[config.mk]
export PLATFORM = sky130hd
export DESIGN_NAME = lsa_readout_seq
export DESIGN_NICKNAME = d
export VERILOG_FILES = /design/src/rtl/lsa_pkg.sv /design/src/rtl/lsa_section.sv /design/src/rtl/lsa_hold_ctl.sv /design/src/rtl/lsa_readout_seq.sv
export SDC_FILE = /design/constraint.sdc
export NUM_CORES = 1
export LEC_CHECK = 0
export BUFFER_PORTS_ARGS = -buffer_cell sky130_fd_sc_hd__buf_2
export CAP_MARGIN = 20
export CORE_ASPECT_RATIO = 1.75
export CORE_MARGIN = 5
export CORE_UTILIZATION = 50
export CTS_CLUSTER_SIZE = 24
export DETAILED_ROUTE_END_ITERATION = 7
export HOLD_SLACK_MARGIN = 0.12
export PLACE_DENSITY = 0.73
export SLEW_MARGIN = 20
export SYNTH_ARGS = -nofsm -noshare
export SYNTH_HDL_FRONTEND = slang
export SYNTH_HIERARCHICAL = 1
export SYNTH_SLANG_ARGS = --single-unit
[constraint.sdc]
create_clock -name clk -period 1.8 [get_ports clk]
set_input_delay 0 -clock clk [delete_from_list [all_inputs] [get_ports clk]]
set_output_delay 0 -clock clk [all_outputs]
set_load 0.02 [all_outputs]
[src/rtl/lsa_pkg.sv]
`timescale 1ns/1ps
package lsa_pkg;
  localparam int unsigned PIX_DEF  = 128;  // pixels per section
  localparam int unsigned RCLK_DEF = 18;   // integrator reset window length
  localparam int unsigned NSEC     = 2;    // sections in the line

  typedef enum logic {
    LINK_PARALLEL = 1'b0,
    LINK_CHAIN    = 1'b1
  } link_mode_e;
endpackage

[src/rtl/lsa_section.sv]
`timescale 1ns/1ps
// One section: a start token walks pixel positions 0..PIX-1, one per clock.
module lsa_section #(
  parameter int unsigned PIX = 128,
  parameter int unsigned IW  = $clog2(PIX)
) (
  input  logic          clk,
  input  logic          rst,
  input  logic          start_i,
  input  logic          kill_i,
  output logic          oe_o,
  output logic [IW-1:0] idx_o,
  output logic          so_o
);
  localparam logic [IW-1:0] LAST = IW'(PIX - 1);
  localparam logic [IW-1:0] ONE  = IW'(1);

  always_ff @(posedge clk) begin
    if (rst || kill_i) begin
      oe_o  <= 1'b0;
      idx_o <= '0;
      so_o  <= 1'b0;
    end else if (start_i) begin
      oe_o  <= 1'b1;
      idx_o <= '0;
      so_o  <= (LAST == '0);
    end else if (oe_o) begin
      if (idx_o == LAST) begin
        oe_o  <= 1'b0;
        idx_o <= '0;
        so_o  <= 1'b0;
      end else begin
        idx_o <= idx_o + ONE;
        so_o  <= ((idx_o + ONE) == LAST);
      end
    end else begin
      so_o <= 1'b0;
    end
  end
endmodule

[src/rtl/lsa_hold_ctl.sv]
`timescale 1ns/1ps
// Global hold strobe, integrator reset window and integration flag.
module lsa_hold_ctl #(
  parameter int unsigned RCLK = 18,
  parameter int unsigned CW   = $clog2(RCLK + 1)
) (
  input  logic clk,
  input  logic rst,
  input  logic start_i,
  output logic hold_o,
  output logic win_o,
  output logic integ_o
);
  localparam logic [CW-1:0] LAST = CW'(RCLK);
  localparam logic [CW-1:0] ONE  = CW'(1);

  logic [CW-1:0] cnt_q;

  always_ff @(posedge clk) begin
    if (rst) begin
      hold_o  <= 1'b0;
      win_o   <= 1'b0;
      integ_o <= 1'b0;
      cnt_q   <= '0;
    end else begin
      hold_o <= start_i;
      if (start_i) begin
        win_o   <= 1'b1;
        integ_o <= 1'b0;
        cnt_q   <= ONE;
      end else if (win_o) begin
        if (cnt_q == LAST) begin
          win_o   <= 1'b0;
          integ_o <= 1'b1;
          cnt_q   <= '0;
        end else begin
          cnt_q <= cnt_q + ONE;
        end
      end
    end
  end
endmodule

[src/rtl/lsa_readout_seq.sv]
`timescale 1ns/1ps
module lsa_readout_seq #(
  parameter int unsigned PIX  = lsa_pkg::PIX_DEF,
  parameter int unsigned RCLK = lsa_pkg::RCLK_DEF,
  parameter int unsigned IW   = $clog2(PIX)
) (
  input  logic          clk,
  input  logic          rst,
  input  logic          chain_i,
  input  logic          si1_i,
  input  logic          si2_i,
  output logic          hold_o,
  output logic          integ_rst_o,
  output logic          integ_on_o,
  output logic          oe1_o,
  output logic [IW-1:0] idx1_o,
  output logic          so1_o,
  output logic          oe2_o,
  output logic [IW-1:0] idx2_o,
  output logic          so2_o,
  output logic          proto_err_o
);
  import lsa_pkg::*;

  logic [NSEC-1:0] src, src_q, st, kill, sec_oe, sec_so;
  logic [IW-1:0]   sec_idx [NSEC];
  logic            chained, err_ev;

  assign chained = (link_mode_e'(chain_i) == LINK_CHAIN);

  // start sources: section 2 takes section 1's serial output when chained
  always_comb begin
    src[0] = si1_i;
    src[1] = chained ? sec_so[0] : si2_i;
  end

  always_ff @(posedge clk) begin
    if (rst) src_q <= '0;
    else     src_q <= src;
  end

  assign st = src & ~src_q;   // rising-edge capture, one start per pulse

  // a section-1 restart in chained mode withdraws the token from section 2
  always_comb begin
    kill    = '0;
    kill[1] = chained & st[0];
  end

  assign err_ev = (st[0] & (sec_oe[0] | sec_oe[1])) |
                  (~chained & st[1] & sec_oe[1]);

  always_ff @(posedge clk) begin
    if (rst) proto_err_o <= 1'b0;
    else     proto_err_o <= err_ev;
  end

  for (genvar g = 0; g < NSEC; g++) begin : g_sec
    lsa_section #(.PIX(PIX), .IW(IW)) u_sec (
      .clk    (clk),
      .rst    (rst),
      .start_i(st[g]),
      .kill_i (kill[g]),
      .oe_o   (sec_oe[g]),
      .idx_o  (sec_idx[g]),
      .so_o   (sec_so[g])
    );
  end

  lsa_hold_ctl #(.RCLK(RCLK)) u_hold (
    .clk    (clk),
    .rst    (rst),
    .start_i(st[0]),
    .hold_o (hold_o),
    .win_o  (integ_rst_o),
    .integ_o(integ_on_o)
  );

  assign oe1_o  = sec_oe[0];
  assign idx1_o = sec_idx[0];
  assign so1_o  = sec_so[0];
  assign oe2_o  = sec_oe[1];
  assign idx2_o = sec_idx[1];
  assign so2_o  = sec_so[1];
endmodule

==> flow_summary.html, run 1 <==
<table>
<tr><th>Metric</th><th>Value</th></tr>
<tr><th colspan="2">Clocking</th></tr>
<tr><td>Gates resized, CTS repair</td><td>0</td></tr>
<tr><td>Number of buffers created by CTS</td><td>5</td></tr>
<tr><td>Reg clk slew, reported paths</td><td>0.05 ns</td></tr>
<tr><td>H-tree lvl count</td><td>2</td></tr>
<tr><td>Hold-fix buffers, CTS</td><td>7</td></tr>
<tr><td>TritonCTS clock tree</td><td>done</td></tr>
<tr><td>Worst skew pair latency</td><td>0.28 ns</td></tr>
<tr><td>Post-CTS Setup Inserts</td><td>0</td></tr>
<tr><td>Buffer depth of the longest clock path</td><td>2</td></tr>
<tr><td>Cell at the root of the clock tree</td><td>clkbuf_8</td></tr>
<tr><td>Total clock sinks</td><td>29</td></tr>
<tr><th colspan="2">Pwr</th></tr>
<tr><td>Static Leak</td><td>0.661 nW</td></tr>
<tr><td>IR Drop Worst-Case VDD</td><td>0.000535 V</td></tr>
<tr><td>Ratio of total power to cell area</td><td>746 nW/µm²</td></tr>
<tr><th colspan="2">Drt</th></tr>
<tr><td>DRC viols</td><td>0</td></tr>
<tr><td>Initial DRC Count</td><td>12</td></tr>
<tr><td>Post-DRT Antenna Nets</td><td>0</td></tr>
<tr><td>Number of vias per cell</td><td>5.90</td></tr>
<tr><td>Final WL</td><td>3.18 mm</td></tr>
<tr><td>DR WL/cell</td><td>14.7 µm</td></tr>
<tr><td>Via count</td><td>1275</td></tr>
<tr><td>First-pass detailed-route iteration total</td><td>4</td></tr>
<tr><th colspan="2">Place</th></tr>
<tr><td>Number of I/O port buffers</td><td>26</td></tr>
<tr><td>Half-perimeter wire length after placement</td><td>2.31 mm</td></tr>
<tr><td>Post-place setup slack</td><td>0.136 ns</td></tr>
<tr><td>Routability congestion estimate</td><td>between 0.7 and 0.8</td></tr>
<tr><td>Standard cell area after detailed placement</td><td>1530 µm²</td></tr>
<tr><th colspan="2">Yosys</th></tr>
<tr><td>Netlist cell types</td><td>37</td></tr>
<tr><td>Top flip-flop cell by instance count after synthesis</td><td>dfxtp_1</td></tr>
<tr><td>Top-area cell type share of the netlist area</td><td>between 40% and 50%</td></tr>
<tr><td>Top-count cell post-synth</td><td>dfxtp_1</td></tr>
<tr><td>Flip-flop and latch count after synthesis</td><td>29</td></tr>
<tr><td>Ranking of synthesized cells by area</td><td>dfxtp_1, xor2_1, ha_1</td></tr>
<tr><td>Commonest cells in the netlist</td><td>dfxtp_1, a21oi_1, nand2_1, xor2_1</td></tr>
<tr><td>Mapped Cells</td><td>between 150 and 200</td></tr>
<tr><td>Share of the yosys chip area belonging to registers</td><td>41.4%</td></tr>
<tr><td>Largest area contributor in the synthesized netlist</td><td>dfxtp_1</td></tr>
<tr><td>Proportion of synthesized flip-flops having asynchronous set or reset</td><td>0%</td></tr>
<tr><td>Number of warnings reported in the yosys synthesis log</td><td>6</td></tr>
<tr><td>Synth Cell Area</td><td>between 1000 and 1500 µm²</td></tr>
<tr><td>Number of enable-type register cells in the synthesized netlist</td><td>0</td></tr>
<tr><td>Average cell area after synthesis</td><td>9.10 µm²</td></tr>
<tr><th colspan="2">Floorplan</th></tr>
<tr><td>Starting density of the core</td><td>52.1%</td></tr>
<tr><td>Number of primary I/O pins</td><td>27</td></tr>
<tr><td>Die ar.</td><td>4000 µm²</td></tr>
<tr><td>Height of the chip</td><td>80.0 µm</td></tr>
<tr><td>Number of cell rows</td><td>25</td></tr>
<tr><td>Chip width</td><td>50.0 µm</td></tr>
<tr><td>Core region area</td><td>2690 µm²</td></tr>
<tr><th colspan="2">Final layout</th></tr>
<tr><td>Antenna fix cells</td><td>0</td></tr>
<tr><td>Finished layout cell area</td><td>1680 µm²</td></tr>
<tr><td>Number of nets at the end of the flow</td><td>about 200</td></tr>
<tr><td>Number of filler cells placed in the layout</td><td>220</td></tr>
<tr><td>Layout area overhead</td><td>20.0%</td></tr>
<tr><td>Layout cell share with drive strength beyond 1</td><td>19.0%</td></tr>
<tr><th colspan="2">STA</th></tr>
<tr><td>Post-layout min period</td><td>1.68 ns</td></tr>
<tr><td>Post-route clock skew</td><td>~0.0023 ns</td></tr>
<tr><td>Final setup viols</td><td>0</td></tr>
<tr><td>TNS Setup</td><td>0 ns</td></tr>
<tr><td>Final Cycle Share</td><td>93.5%</td></tr>
<tr><td>Final number of hold-violating endpoints</td><td>0</td></tr>
<tr><td>F_max</td><td>0.594 GHz</td></tr>
<tr><td>Fin worst setup slack</td><td>0.116 ns</td></tr>
<tr><td>Pins Over Slew Limit</td><td>0</td></tr>
<tr><td>RSZ-0062 raised after global routing</td><td>false</td></tr>
<tr><th colspan="2">Critical path</th></tr>
<tr><td>Setup CP Type</td><td>in -&gt; reg</td></tr>
<tr><td>Maximum fanout along the worst path</td><td>9</td></tr>
<tr><td>Required time at the endpoint of the critical path</td><td>approximately 2.0 ns</td></tr>
<tr><td>Sort of element at the start of the critical path</td><td>input pin</td></tr>
<tr><td>Data arrival time of the critical path</td><td>1.87 ns</td></tr>
<tr><td>CP endpoint kind</td><td>register</td></tr>
<tr><th colspan="2">Global route</th></tr>
<tr><td>Combined global-route utilization of all metal layers</td><td>17.3%</td></tr>
<tr><td>First-pass GRT wire length</td><td>5.41 mm</td></tr>
<tr><td>Number of antenna violations at the first check in global routing</td><td>0</td></tr>
<tr><td>Aggregate global routing overflow</td><td>0</td></tr>
<tr><td>Maximum number of pins on one net before global-route repair</td><td>15</td></tr>
<tr><td>Number of global-route vias before repair</td><td>between 1000 and 1500</td></tr>
<tr><th colspan="2">Job</th></tr>
<tr><td>Count of maximum capacitance violations</td><td>0</td></tr>
<tr><th colspan="2">Worst hold path</th></tr>
<tr><td>Kind of path behind the tightest hold check</td><td>in -&gt; reg</td></tr>
<tr><th colspan="2">Run status</th></tr>
<tr><td>Result of the run</td><td>finished clean</td></tr>
</table>
==> cells by family (layout without fill, tap and decap cells) <==
family	after synthesis	count (layout)	share of synthesized area, %
AO/OA/AOI/OAI	34	34	15.5
multiplexers	1	1	0.714
other	1	2	0.268
AND/OR/NAND/NOR	61	61	26.8
adder cells (fa/ha/maj)	6	6	5.36
XOR/XNOR	9	9	5.63
buffers and inverters	13	47	4.29
flip-flops	29	29	41.4
==> routing by layer <==
metal  GRT usage (%)  part of all wire (%)  up-vias
li1                -                     -      622
met1            15.9                    36      612
met2            32.7                    56       33
met3            4.86                   4.9        8
met4            8.66                   2.1        0
met5               0                     0        -
==> where the power goes <==
group,switching (mW),internal [mW]
sequential,0.0189,0.655
combinational,0.0499,0.0384
clock,0.218,0.273
total,0.287,0.967
==> critical path, cell delays in order <==
cell	delay, ns
dlygate4sd3_1	0.52
buf_2	0.13
mux2i_1	0.24
nor2_1	0.08
or3_1	0.46
or3_1	0.36
o31ai_1	0.08
==> through the flow <==
stage / hold WS (ns) / std cells / util, % / power, mW
3_5_place_dp: 0.278 / 201 / 56.9 / 0.763
2_1_floorplan: 0.0691 / 155 / - / 0.736
4_1_cts: 0.201 / 216 / 62.5 / 1.27
3_3_place_gp: 0.263 / 201 / 56.9 / 0.759
5_1_grt: 0.224 / 216 / 62.5 / 1.31
6_report: 0.210 / 216 / 62.5 / 1.25
==> final timing paths <==
check | start | end | slack [ns] | cells after the start
min reg2reg | u_hold/cnt_q[1] | u_hold/cnt_q[1] | 0.51 | 2
min | si1_i | u_hold/hold_o | 0.21 | 3
max | chain_i | g_sec[1].u_sec/idx_o[0] | 0.12 | 7
max reg2reg | src_q[0] | g_sec[1].u_sec/idx_o[0] | 0.12 | 5
==> cells in the final DEF (no fill, tap or decap), types with 6 or more instances in the layout <==
| master | Yosys | layout |
|---|---|---|
| dfxtp_1 | 29 | 29 |
| buf_2 | 3 | 26 |
| a21oi_1 | 10 | 10 |
| nand2_1 | 9 | 9 |
| xor2_1 | 9 | 9 |
| nor2_1 | 8 | 8 |
| o21ai_0 | 8 | 8 |
| or3_1 | 8 | 8 |
| dlygate4sd3_1 | 0 | 7 |
| inv_1 | 6 | 6 |
| ha_1 | 6 | 6 |
==> final cells by class <==
cell class	instances	area [µm²]	area share (%)
sequential	29	581	34.5
timing repair buffer	33	200	11.9
multi-input combinational	113	764	45.5
inverter	6	22.5	1.34
tap	27	33.8	2.01
clock buffer	8	80.1	4.76
==> flip-flops by register name (all words and copies together), names as in the netlist <==
name               cells
src_q                  2
g_sec.u_sec/idx_o     14
u_hold/integ_o         1
g_sec.u_sec/so_o       2
u_hold/cnt_q           5
proto_err_o            1
u_hold/win_o           1
g_sec.u_sec/oe_o       2
u_hold/hold_o          1
(Power assumes the default switching activity.)
==> run 2: changes to the inputs <==
- CTS_BUF_LIST: default -> sky130_fd_sc_hd__clkbuf_8
==> run 2 against run 1 <==
Effect of this change: worst hold slack lost 0.00056 ns; final area is the same; global-route usage is the same; power shrank 1.2%; clock power shrank 3%; clock skew is essentially flat; via count shrank 0.78%; first-iteration DRC count grew 17%; setup slack gained 0.0011 ns; die area is the same; non-clock buffer count is the same; count of clock-buffer cells in the layout shrank 3; largest power group unchanged.
==> flow_summary.html, run 2 (synthesis gave the netlist of run 1 again) <==
<table>
<tr><th>Metric</th><th>Value</th></tr>
<tr><th colspan="2">Clocking</th></tr>
<tr><td>Reg clk slew, reported paths</td><td>0.06 ns (was 0.05 ns)</td></tr>
<tr><td>Worst skew pair latency</td><td>0.28 ns (about the same)</td></tr>
<tr><td>Total clock sinks</td><td>29 (unchanged)</td></tr>
<tr><td>Buffer depth of the longest clock path</td><td>2 (unchanged)</td></tr>
<tr><td>TritonCTS clock tree</td><td>done (unchanged)</td></tr>
<tr><td>Cell at the root of the clock tree</td><td>clkbuf_8 (unchanged)</td></tr>
<tr><td>Hold-fix buffers, CTS</td><td>7 (unchanged)</td></tr>
<tr><td>Post-CTS Setup Inserts</td><td>0 (unchanged)</td></tr>
<tr><td>Gates resized, CTS repair</td><td>0 (unchanged)</td></tr>
<tr><td>H-tree lvl count</td><td>2 (unchanged)</td></tr>
<tr><td>Number of buffers created by CTS</td><td>5 (unchanged)</td></tr>
<tr><th colspan="2">Final layout</th></tr>
<tr><td>Most common library cell in the layout ignoring fill and taps</td><td>dfxtp_1 (unchanged)</td></tr>
<tr><td>Antenna fix cells</td><td>0 (unchanged)</td></tr>
<tr><td>Layout cell share with drive strength beyond 1</td><td>19.0% (unchanged)</td></tr>
<tr><td>Layout area overhead</td><td>20.0% (unchanged)</td></tr>
<tr><td>Largest regs</td><td>g_sec.u_sec/idx_o (14), u_hold/cnt_q (5) (unchanged)</td></tr>
<tr><td>Register containing the most flip-flops in the final layout</td><td>g_sec.u_sec/idx_o (unchanged)</td></tr>
<tr><td>Commonest cells after routing, fill and taps aside</td><td>dfxtp_1, buf_2, a21oi_1 (unchanged)</td></tr>
<tr><td>Largest register FFs</td><td>14 (unchanged)</td></tr>
<tr><td>Number of nets at the end of the flow</td><td>199 (unchanged)</td></tr>
<tr><th colspan="2">Global route</th></tr>
<tr><td>Number of global-route vias before repair</td><td>1247 (unchanged)</td></tr>
<tr><td>Number of antenna violations at the first check in global routing</td><td>0 (unchanged)</td></tr>
<tr><td>First-pass GRT wire length</td><td>5.41 mm (unchanged)</td></tr>
<tr><td>Maximum number of pins on one net before global-route repair</td><td>15 (unchanged)</td></tr>
<tr><td>Combined global-route utilization of all metal layers</td><td>17.3% (unchanged)</td></tr>
<tr><td>Aggregate global routing overflow</td><td>0 (unchanged)</td></tr>
<tr><th colspan="2">Critical path</th></tr>
<tr><td>CP endpoint kind</td><td>register (unchanged)</td></tr>
<tr><td>Sort of element at the start of the critical path</td><td>input pin (unchanged)</td></tr>
<tr><td>Worst setup path endpoint</td><td>g_sec[1].u_sec/idx_o[0] (unchanged)</td></tr>
<tr><td>Maximum fanout along the worst path</td><td>9 (unchanged)</td></tr>
<tr><td>End of the worst register-to-register path</td><td>g_sec[1].u_sec/idx_o[0] (unchanged)</td></tr>
<tr><td>Count of buffering cells on the critical path with inverters included</td><td>2 (unchanged)</td></tr>
<tr><td>R2R depth</td><td>5 (unchanged)</td></tr>
<tr><td>Logic depth of the worst setup path including buffers</td><td>7 (unchanged)</td></tr>
<tr><td>Max stage delay on crit path</td><td>0.52 ns (about the same)</td></tr>
<tr><td>Crit path cell chain</td><td>dlygate4sd3_1 -&gt; buf_2 -&gt; mux2i_1 -&gt; nor2_1 -&gt; or3_1 -&gt; or3_1 -&gt; o31ai_1 (unchanged)</td></tr>
<tr><td>Cell repeated most along the worst path</td><td>or3_1 (unchanged)</td></tr>
<tr><td>Data arrival time of the critical path</td><td>1.87 ns (about the same)</td></tr>
<tr><td>Required time at the endpoint of the critical path</td><td>1.98 ns (about the same)</td></tr>
<tr><td>Setup CP Type</td><td>in -&gt; reg (unchanged)</td></tr>
<tr><td>R2R Path Start</td><td>src_q[0] (unchanged)</td></tr>
<tr><td>Setup slack, reg-to-reg</td><td>0.12 ns (about the same)</td></tr>
<tr><td>Highest-delay cell along the critical path</td><td>dlygate4sd3_1 (unchanged)</td></tr>
<tr><td>Family of cells with the greatest summed delay on the critical path</td><td>simple AND/OR/NAND/NOR gates (unchanged)</td></tr>
<tr><td>Setup crit start</td><td>chain_i (unchanged)</td></tr>
<tr><th colspan="2">Floorplan</th></tr>
<tr><td>Chip width</td><td>50.0 µm (unchanged)</td></tr>
<tr><td>Number of cell rows</td><td>25 (unchanged)</td></tr>
<tr><td>Die ar.</td><td>4000 µm² (unchanged)</td></tr>
<tr><td>Starting density of the core</td><td>52.1% (unchanged)</td></tr>
<tr><td>Number of primary I/O pins</td><td>27 (unchanged)</td></tr>
<tr><td>Height of the chip</td><td>80.0 µm (unchanged)</td></tr>
<tr><td>Core region area</td><td>2690 µm² (unchanged)</td></tr>
<tr><th colspan="2">Worst hold path</th></tr>
<tr><td>Worst Hold Path Cells</td><td>3 (unchanged)</td></tr>
<tr><td>Kind of path behind the tightest hold check</td><td>in -&gt; reg (unchanged)</td></tr>
<tr><th colspan="2">Place</th></tr>
<tr><td>Post-place setup slack</td><td>0.136 ns (unchanged)</td></tr>
<tr><td>Half-perimeter wire length after placement</td><td>2.31 mm (unchanged)</td></tr>
<tr><td>Number of I/O port buffers</td><td>26 (unchanged)</td></tr>
<tr><td>Routability congestion estimate</td><td>0.748 (unchanged)</td></tr>
<tr><th colspan="2">Pwr</th></tr>
<tr><td>Static Leak</td><td>0.673 nW (was 0.661 nW)</td></tr>
<tr><td>Ratio of total power to cell area</td><td>737 nW/µm² (was 746 nW/µm²)</td></tr>
<tr><td>IR Drop Worst-Case VDD</td><td>0.000538 V (was 0.000535 V)</td></tr>
<tr><th colspan="2">STA</th></tr>
<tr><td>Final Cycle Share</td><td>93.5% (about the same)</td></tr>
<tr><td>Pins Over Slew Limit</td><td>0 (unchanged)</td></tr>
<tr><td>Fin worst setup slack</td><td>0.117 ns (was 0.116 ns)</td></tr>
<tr><td>F_max</td><td>0.594 GHz (about the same)</td></tr>
<tr><td>Final setup viols</td><td>0 (unchanged)</td></tr>
<tr><td>TNS Setup</td><td>0 ns (unchanged)</td></tr>
<tr><td>Final number of hold-violating endpoints</td><td>0 (unchanged)</td></tr>
<tr><td>RSZ-0062 raised after global routing</td><td>false (unchanged)</td></tr>
<tr><td>Post-layout min period</td><td>1.68 ns (about the same)</td></tr>
<tr><td>Post-route clock skew</td><td>0.00274 ns (was 0.00227 ns)</td></tr>
<tr><th colspan="2">Drt</th></tr>
<tr><td>Post-DRT Antenna Nets</td><td>0 (unchanged)</td></tr>
<tr><td>Number of vias per cell</td><td>5.86 (was 5.90)</td></tr>
<tr><td>Initial DRC Count</td><td>14 (was 12)</td></tr>
<tr><td>Final WL</td><td>3.14 mm (was 3.18 mm)</td></tr>
<tr><td>DR WL/cell</td><td>14.6 µm (was 14.7 µm)</td></tr>
<tr><td>DRC viols</td><td>0 (unchanged)</td></tr>
<tr><td>First-pass detailed-route iteration total</td><td>4 (unchanged)</td></tr>
<tr><td>Via count</td><td>1265 (was 1275)</td></tr>
<tr><th colspan="2">Job</th></tr>
<tr><td>Count of maximum capacitance violations</td><td>0 (unchanged)</td></tr>
<tr><th colspan="2">Run status</th></tr>
<tr><td>Result of the run</td><td>finished clean (unchanged)</td></tr>
</table>
[run 2: cell count changes in the layout (fill, tap and decap cells not counted), sizes merged]
cell / previous run / this run
clkbuf: 8 / 5
inv: 6 / 9
[run 2: worst min path at each step]
| stage | startpoint | slack [ns] | end |
|---|---|---|---|
| 2_1_floorplan | rst | 0.07 | u_hold/cnt_q[0] |
| 3_3_place_gp | si1_i | 0.26 | src_q[0] |
| 3_5_place_dp | si1_i | 0.28 | src_q[0] |
| 4_1_cts | si1_i | 0.20 | g_sec[0].u_sec/oe_o |
| 5_1_grt | si1_i | 0.22 | u_hold/hold_o |
| 6_report | si1_i | 0.21 | u_hold/hold_o |
[run 2: layout make-up]
type	instances	area (µm²)
Clock buffer	5	68.8
Fill cell	220	1010
Tap cell	27	33.8
Inverter	6	22.5
Clock inverter	3	11.3
Multi-Input combinational cell	113	764
Sequential cell	29	581
Timing Repair Buffer	33	200
[run 2: worst reg2reg max path: stages (launching register included)]
cell,delay (ns)
dfxtp_1,0.35
nor2b_2,0.10
and2_1,0.18
or3_1,0.52
or3_1,0.36
o31ai_1,0.08
[run 2: per-layer routing]
layer	track usage, %	share of wire [%]	up-vias
met2	32.7	57	31
met4	8.66	2.0	0
li1	-	-	625
met3	4.86	4.6	6
met5	0	0	-
met1	15.9	37	603
[run 2: per-stage QoR]
step | utilization (%) | power [mW] | cells | hold slack, ns | cell area (µm²)
floorplan | - | 0.736 | 155 | 0.0691 | 1410
finish | 62.5 | 1.24 | 216 | 0.209 | 1680
global route | 62.5 | 1.30 | 216 | 0.224 | 1680
CTS | 62.5 | 1.26 | 216 | 0.200 | 1680
detailed placement | 56.9 | 0.763 | 201 | 0.278 | 1530
global placement | 56.9 | 0.759 | 201 | 0.263 | 1530
[run 2: where the power goes]
part | leakage, nW | switching (mW) | internal, mW
Sequential | 0.235 | 0.0187 | 0.655
Clock | 0.0519 | 0.221 | 0.256
Combinational | 0.386 | 0.0499 | 0.0384
Total | 0.673 | 0.289 | 0.950
==> run 3: changes to the inputs <==
- CTS_BUF_LIST: sky130_fd_sc_hd__clkbuf_8 -> sky130_fd_sc_hd__clkbuf_4 sky130_fd_sc_hd__clkbuf_8
==> run 3 against run 2 <==
Effect of this change: sequential share of layout area fell by 0.23 points; sequential cell count did not move; clock skew fell by 0.0017 ns; via count fell by 1.1%; critical endpoint unchanged; die area did not move.
==> flow_summary.html, run 3 (synthesis gave the netlist of run 1 again) <==
<table>
<tr><th>Metric</th><th>Value</th></tr>
<tr><th colspan="2">Final layout</th></tr>
<tr><td>Layout cell share with drive strength beyond 1</td><td>20.6% (was 19.0%)</td></tr>
<tr><td>Largest register FFs</td><td>14 (unchanged)</td></tr>
<tr><td>Register containing the most flip-flops in the final layout</td><td>g_sec.u_sec/idx_o (unchanged)</td></tr>
<tr><td>Most common library cell in the layout ignoring fill and taps</td><td>dfxtp_1 (unchanged)</td></tr>
<tr><td>Layout area overhead</td><td>20.8% (was 20.0%)</td></tr>
<tr><td>Number of nets at the end of the flow</td><td>199 (unchanged)</td></tr>
<tr><td>Antenna fix cells</td><td>0 (unchanged)</td></tr>
<tr><td>Largest regs</td><td>g_sec.u_sec/idx_o (14), u_hold/cnt_q (5) (unchanged)</td></tr>
<tr><td>Commonest cells after routing, fill and taps aside</td><td>dfxtp_1, buf_2, a21oi_1 (unchanged)</td></tr>
<tr><th colspan="2">Pwr</th></tr>
<tr><td>Fraction of power consumed by the clock network</td><td>41.5% (was 38.5%)</td></tr>
<tr><td>Internal power component</td><td>1.01 mW (was 0.950 mW)</td></tr>
<tr><td>Fraction of power consumed by sequential logic</td><td>51.8% (was 54.4%)</td></tr>
<tr><td>Switch Pwr</td><td>0.289 mW (about the same)</td></tr>
<tr><td>Power, Total</td><td>1.30 mW (was 1.24 mW)</td></tr>
<tr><td>Static Leak</td><td>0.671 nW (was 0.673 nW)</td></tr>
<tr><td>Switching share of power</td><td>22.2% (was 23.3%)</td></tr>
<tr><td>Logic pwr share</td><td>6.8% (was 7.1%)</td></tr>
<tr><td>IR Drop Worst-Case VDD</td><td>0.000538 V (about the same)</td></tr>
<tr><td>Ratio of total power to cell area</td><td>769 nW/µm² (was 737 nW/µm²)</td></tr>
<tr><th colspan="2">Floorplan</th></tr>
<tr><td>Number of cell rows</td><td>25 (unchanged)</td></tr>
<tr><td>Height of the chip</td><td>80.0 µm (unchanged)</td></tr>
<tr><td>Starting density of the core</td><td>52.1% (unchanged)</td></tr>
<tr><td>Die ar.</td><td>4000 µm² (unchanged)</td></tr>
<tr><td>Chip width</td><td>50.0 µm (unchanged)</td></tr>
<tr><td>Core region area</td><td>2690 µm² (unchanged)</td></tr>
<tr><td>Number of primary I/O pins</td><td>27 (unchanged)</td></tr>
<tr><th colspan="2">Drt</th></tr>
<tr><td>Number of vias per cell</td><td>5.79 (was 5.86)</td></tr>
<tr><td>DR WL/cell</td><td>14.5 µm (was 14.6 µm)</td></tr>
<tr><td>Final WL</td><td>3.14 mm (about the same)</td></tr>
<tr><td>Post-DRT Antenna Nets</td><td>0 (unchanged)</td></tr>
<tr><td>DRC viols</td><td>0 (unchanged)</td></tr>
<tr><td>First-pass detailed-route iteration total</td><td>4 (unchanged)</td></tr>
<tr><td>Initial DRC Count</td><td>16 (was 14)</td></tr>
<tr><td>Via count</td><td>1251 (was 1265)</td></tr>
<tr><th colspan="2">Critical path</th></tr>
<tr><td>Data arrival time of the critical path</td><td>1.87 ns (about the same)</td></tr>
<tr><td>Maximum fanout along the worst path</td><td>9 (unchanged)</td></tr>
<tr><td>Worst setup path endpoint</td><td>g_sec[1].u_sec/idx_o[0] (unchanged)</td></tr>
<tr><td>Setup crit start</td><td>chain_i (unchanged)</td></tr>
<tr><td>Sort of element at the start of the critical path</td><td>input pin (unchanged)</td></tr>
<tr><td>R2R Path Start</td><td>src_q[0] (unchanged)</td></tr>
<tr><td>CP endpoint kind</td><td>register (unchanged)</td></tr>
<tr><td>R2R depth</td><td>5 (unchanged)</td></tr>
<tr><td>Setup slack, reg-to-reg</td><td>0.12 ns (about the same)</td></tr>
<tr><td>Setup CP Type</td><td>in -&gt; reg (unchanged)</td></tr>
<tr><td>Required time at the endpoint of the critical path</td><td>1.98 ns (about the same)</td></tr>
<tr><td>End of the worst register-to-register path</td><td>g_sec[1].u_sec/idx_o[0] (unchanged)</td></tr>
<tr><th colspan="2">Clocking</th></tr>
<tr><td>Buffer depth of the longest clock path</td><td>2 (unchanged)</td></tr>
<tr><td>Reg clk slew, reported paths</td><td>0.06 ns (about the same)</td></tr>
<tr><td>Gates resized, CTS repair</td><td>0 (unchanged)</td></tr>
<tr><td>Total clock sinks</td><td>29 (unchanged)</td></tr>
<tr><td>Cell at the root of the clock tree</td><td>clkbuf_8 (unchanged)</td></tr>
<tr><td>Number of buffers created by CTS</td><td>5 (unchanged)</td></tr>
<tr><td>Worst skew pair latency</td><td>0.28 ns (about the same)</td></tr>
<tr><td>H-tree lvl count</td><td>2 (unchanged)</td></tr>
<tr><td>TritonCTS clock tree</td><td>done (unchanged)</td></tr>
<tr><th colspan="2">STA</th></tr>
<tr><td>Post-route clock skew</td><td>0.00101 ns (was 0.00274 ns)</td></tr>
<tr><td>RSZ-0062 raised after global routing</td><td>false (unchanged)</td></tr>
<tr><td>Final number of hold-violating endpoints</td><td>0 (unchanged)</td></tr>
<tr><td>Final Cycle Share</td><td>93.4% (was 93.5%)</td></tr>
<tr><td>Post-layout min period</td><td>1.68 ns (about the same)</td></tr>
<tr><td>Worst Hold Margin</td><td>0.210 ns (was 0.209 ns)</td></tr>
<tr><td>Fin worst setup slack</td><td>0.119 ns (was 0.117 ns)</td></tr>
<tr><td>Final setup viols</td><td>0 (unchanged)</td></tr>
<tr><td>F_max</td><td>0.595 GHz (was 0.594 GHz)</td></tr>
<tr><td>TNS Setup</td><td>0 ns (unchanged)</td></tr>
<tr><td>Pins Over Slew Limit</td><td>0 (unchanged)</td></tr>
<tr><th colspan="2">Worst hold path</th></tr>
<tr><td>Worst Hold Path Cells</td><td>3 (unchanged)</td></tr>
<tr><td>Kind of path behind the tightest hold check</td><td>in -&gt; reg (unchanged)</td></tr>
<tr><th colspan="2">Global route</th></tr>
<tr><td>Number of antenna violations at the first check in global routing</td><td>0 (unchanged)</td></tr>
<tr><td>First-pass GRT wire length</td><td>5.44 mm (was 5.41 mm)</td></tr>
<tr><td>Aggregate global routing overflow</td><td>0 (unchanged)</td></tr>
<tr><td>Combined global-route utilization of all metal layers</td><td>17.4% (was 17.3%)</td></tr>
<tr><td>Number of global-route vias before repair</td><td>1250 (was 1247)</td></tr>
<tr><td>Maximum number of pins on one net before global-route repair</td><td>15 (unchanged)</td></tr>
<tr><th colspan="2">Place</th></tr>
<tr><td>Number of I/O port buffers</td><td>26 (unchanged)</td></tr>
<tr><td>Routability congestion estimate</td><td>0.748 (unchanged)</td></tr>
<tr><td>Post-place setup slack</td><td>0.136 ns (unchanged)</td></tr>
<tr><td>Half-perimeter wire length after placement</td><td>2.31 mm (unchanged)</td></tr>
<tr><th colspan="2">Job</th></tr>
<tr><td>Count of maximum capacitance violations</td><td>0 (unchanged)</td></tr>
<tr><th colspan="2">Run status</th></tr>
<tr><td>Result of the run</td><td>finished clean (unchanged)</td></tr>
</table>
run 3: changes by cell type in the layout (fill, tap and decap cells not counted):
cell	previous run	this run
clkbuf_4	0	3
inv_1	9	6
run 3: through the flow:
| stage | instances | cell area (µm²) | utilization (%) |
|---|---|---|---|
| 2_1_floorplan | 155 | 1410 | - |
| 3_3_place_gp | 201 | 1530 | 56.9 |
| 3_5_place_dp | 201 | 1530 | 56.9 |
| 4_1_cts | 216 | 1690 | 62.9 |
| 5_1_grt | 216 | 1690 | 62.9 |
| 6_report | 216 | 1690 | 62.9 |
run 3: worst max-delay path: stages:
cell and delay (ns):
dlygate4sd3_1 0.52, buf_2 0.13, mux2i_1 0.24, nor2_1 0.08
or3_1 0.46, or3_1 0.36, o31ai_1 0.08
run 3: worst min path at each step:
| stage | start | endpoint | slack (ns) |
|---|---|---|---|
| floorplan | rst | u_hold/cnt_q[0] | 0.07 |
| global placement | si1_i | src_q[0] | 0.26 |
| detailed placement | si1_i | src_q[0] | 0.28 |
| CTS | si1_i | u_hold/hold_o | 0.20 |
| global route | si1_i | u_hold/hold_o | 0.22 |
| finish | si1_i | u_hold/hold_o | 0.21 |
run 3: routing by layer:
layer	part of all wire (%)	GRT usage [%]
met1	37	16.1
met2	57	32.7
met3	4.3	4.86
met4	1.7	8.66
met5	0	0
run 3: power by group through the flow:
stage	clock network [mW]	registers (mW)	logic, mW
floorplan	0	0.687	0.0488
global placement	0	0.687	0.0726
detailed placement	0	0.688	0.0757
CTS	0.558	0.674	0.0873
global route	0.585	0.677	0.0987
finish	0.540	0.674	0.0880
run 3: what timing repair did:
action	in CTS	in global routing
buffers inserted	0	0
hold buffers	7	0
endpoints found under the hold margin	10	0
run 3: cell type report:
type                            instances  area (µm²)
Fill cell                             217         997
Multi-Input combinational cell        113         764
Sequential cell                        29         581
Timing Repair Buffer                   33         200
Clock buffer                            8        91.3
Tap cell                               27        33.8
Inverter                                6        22.5
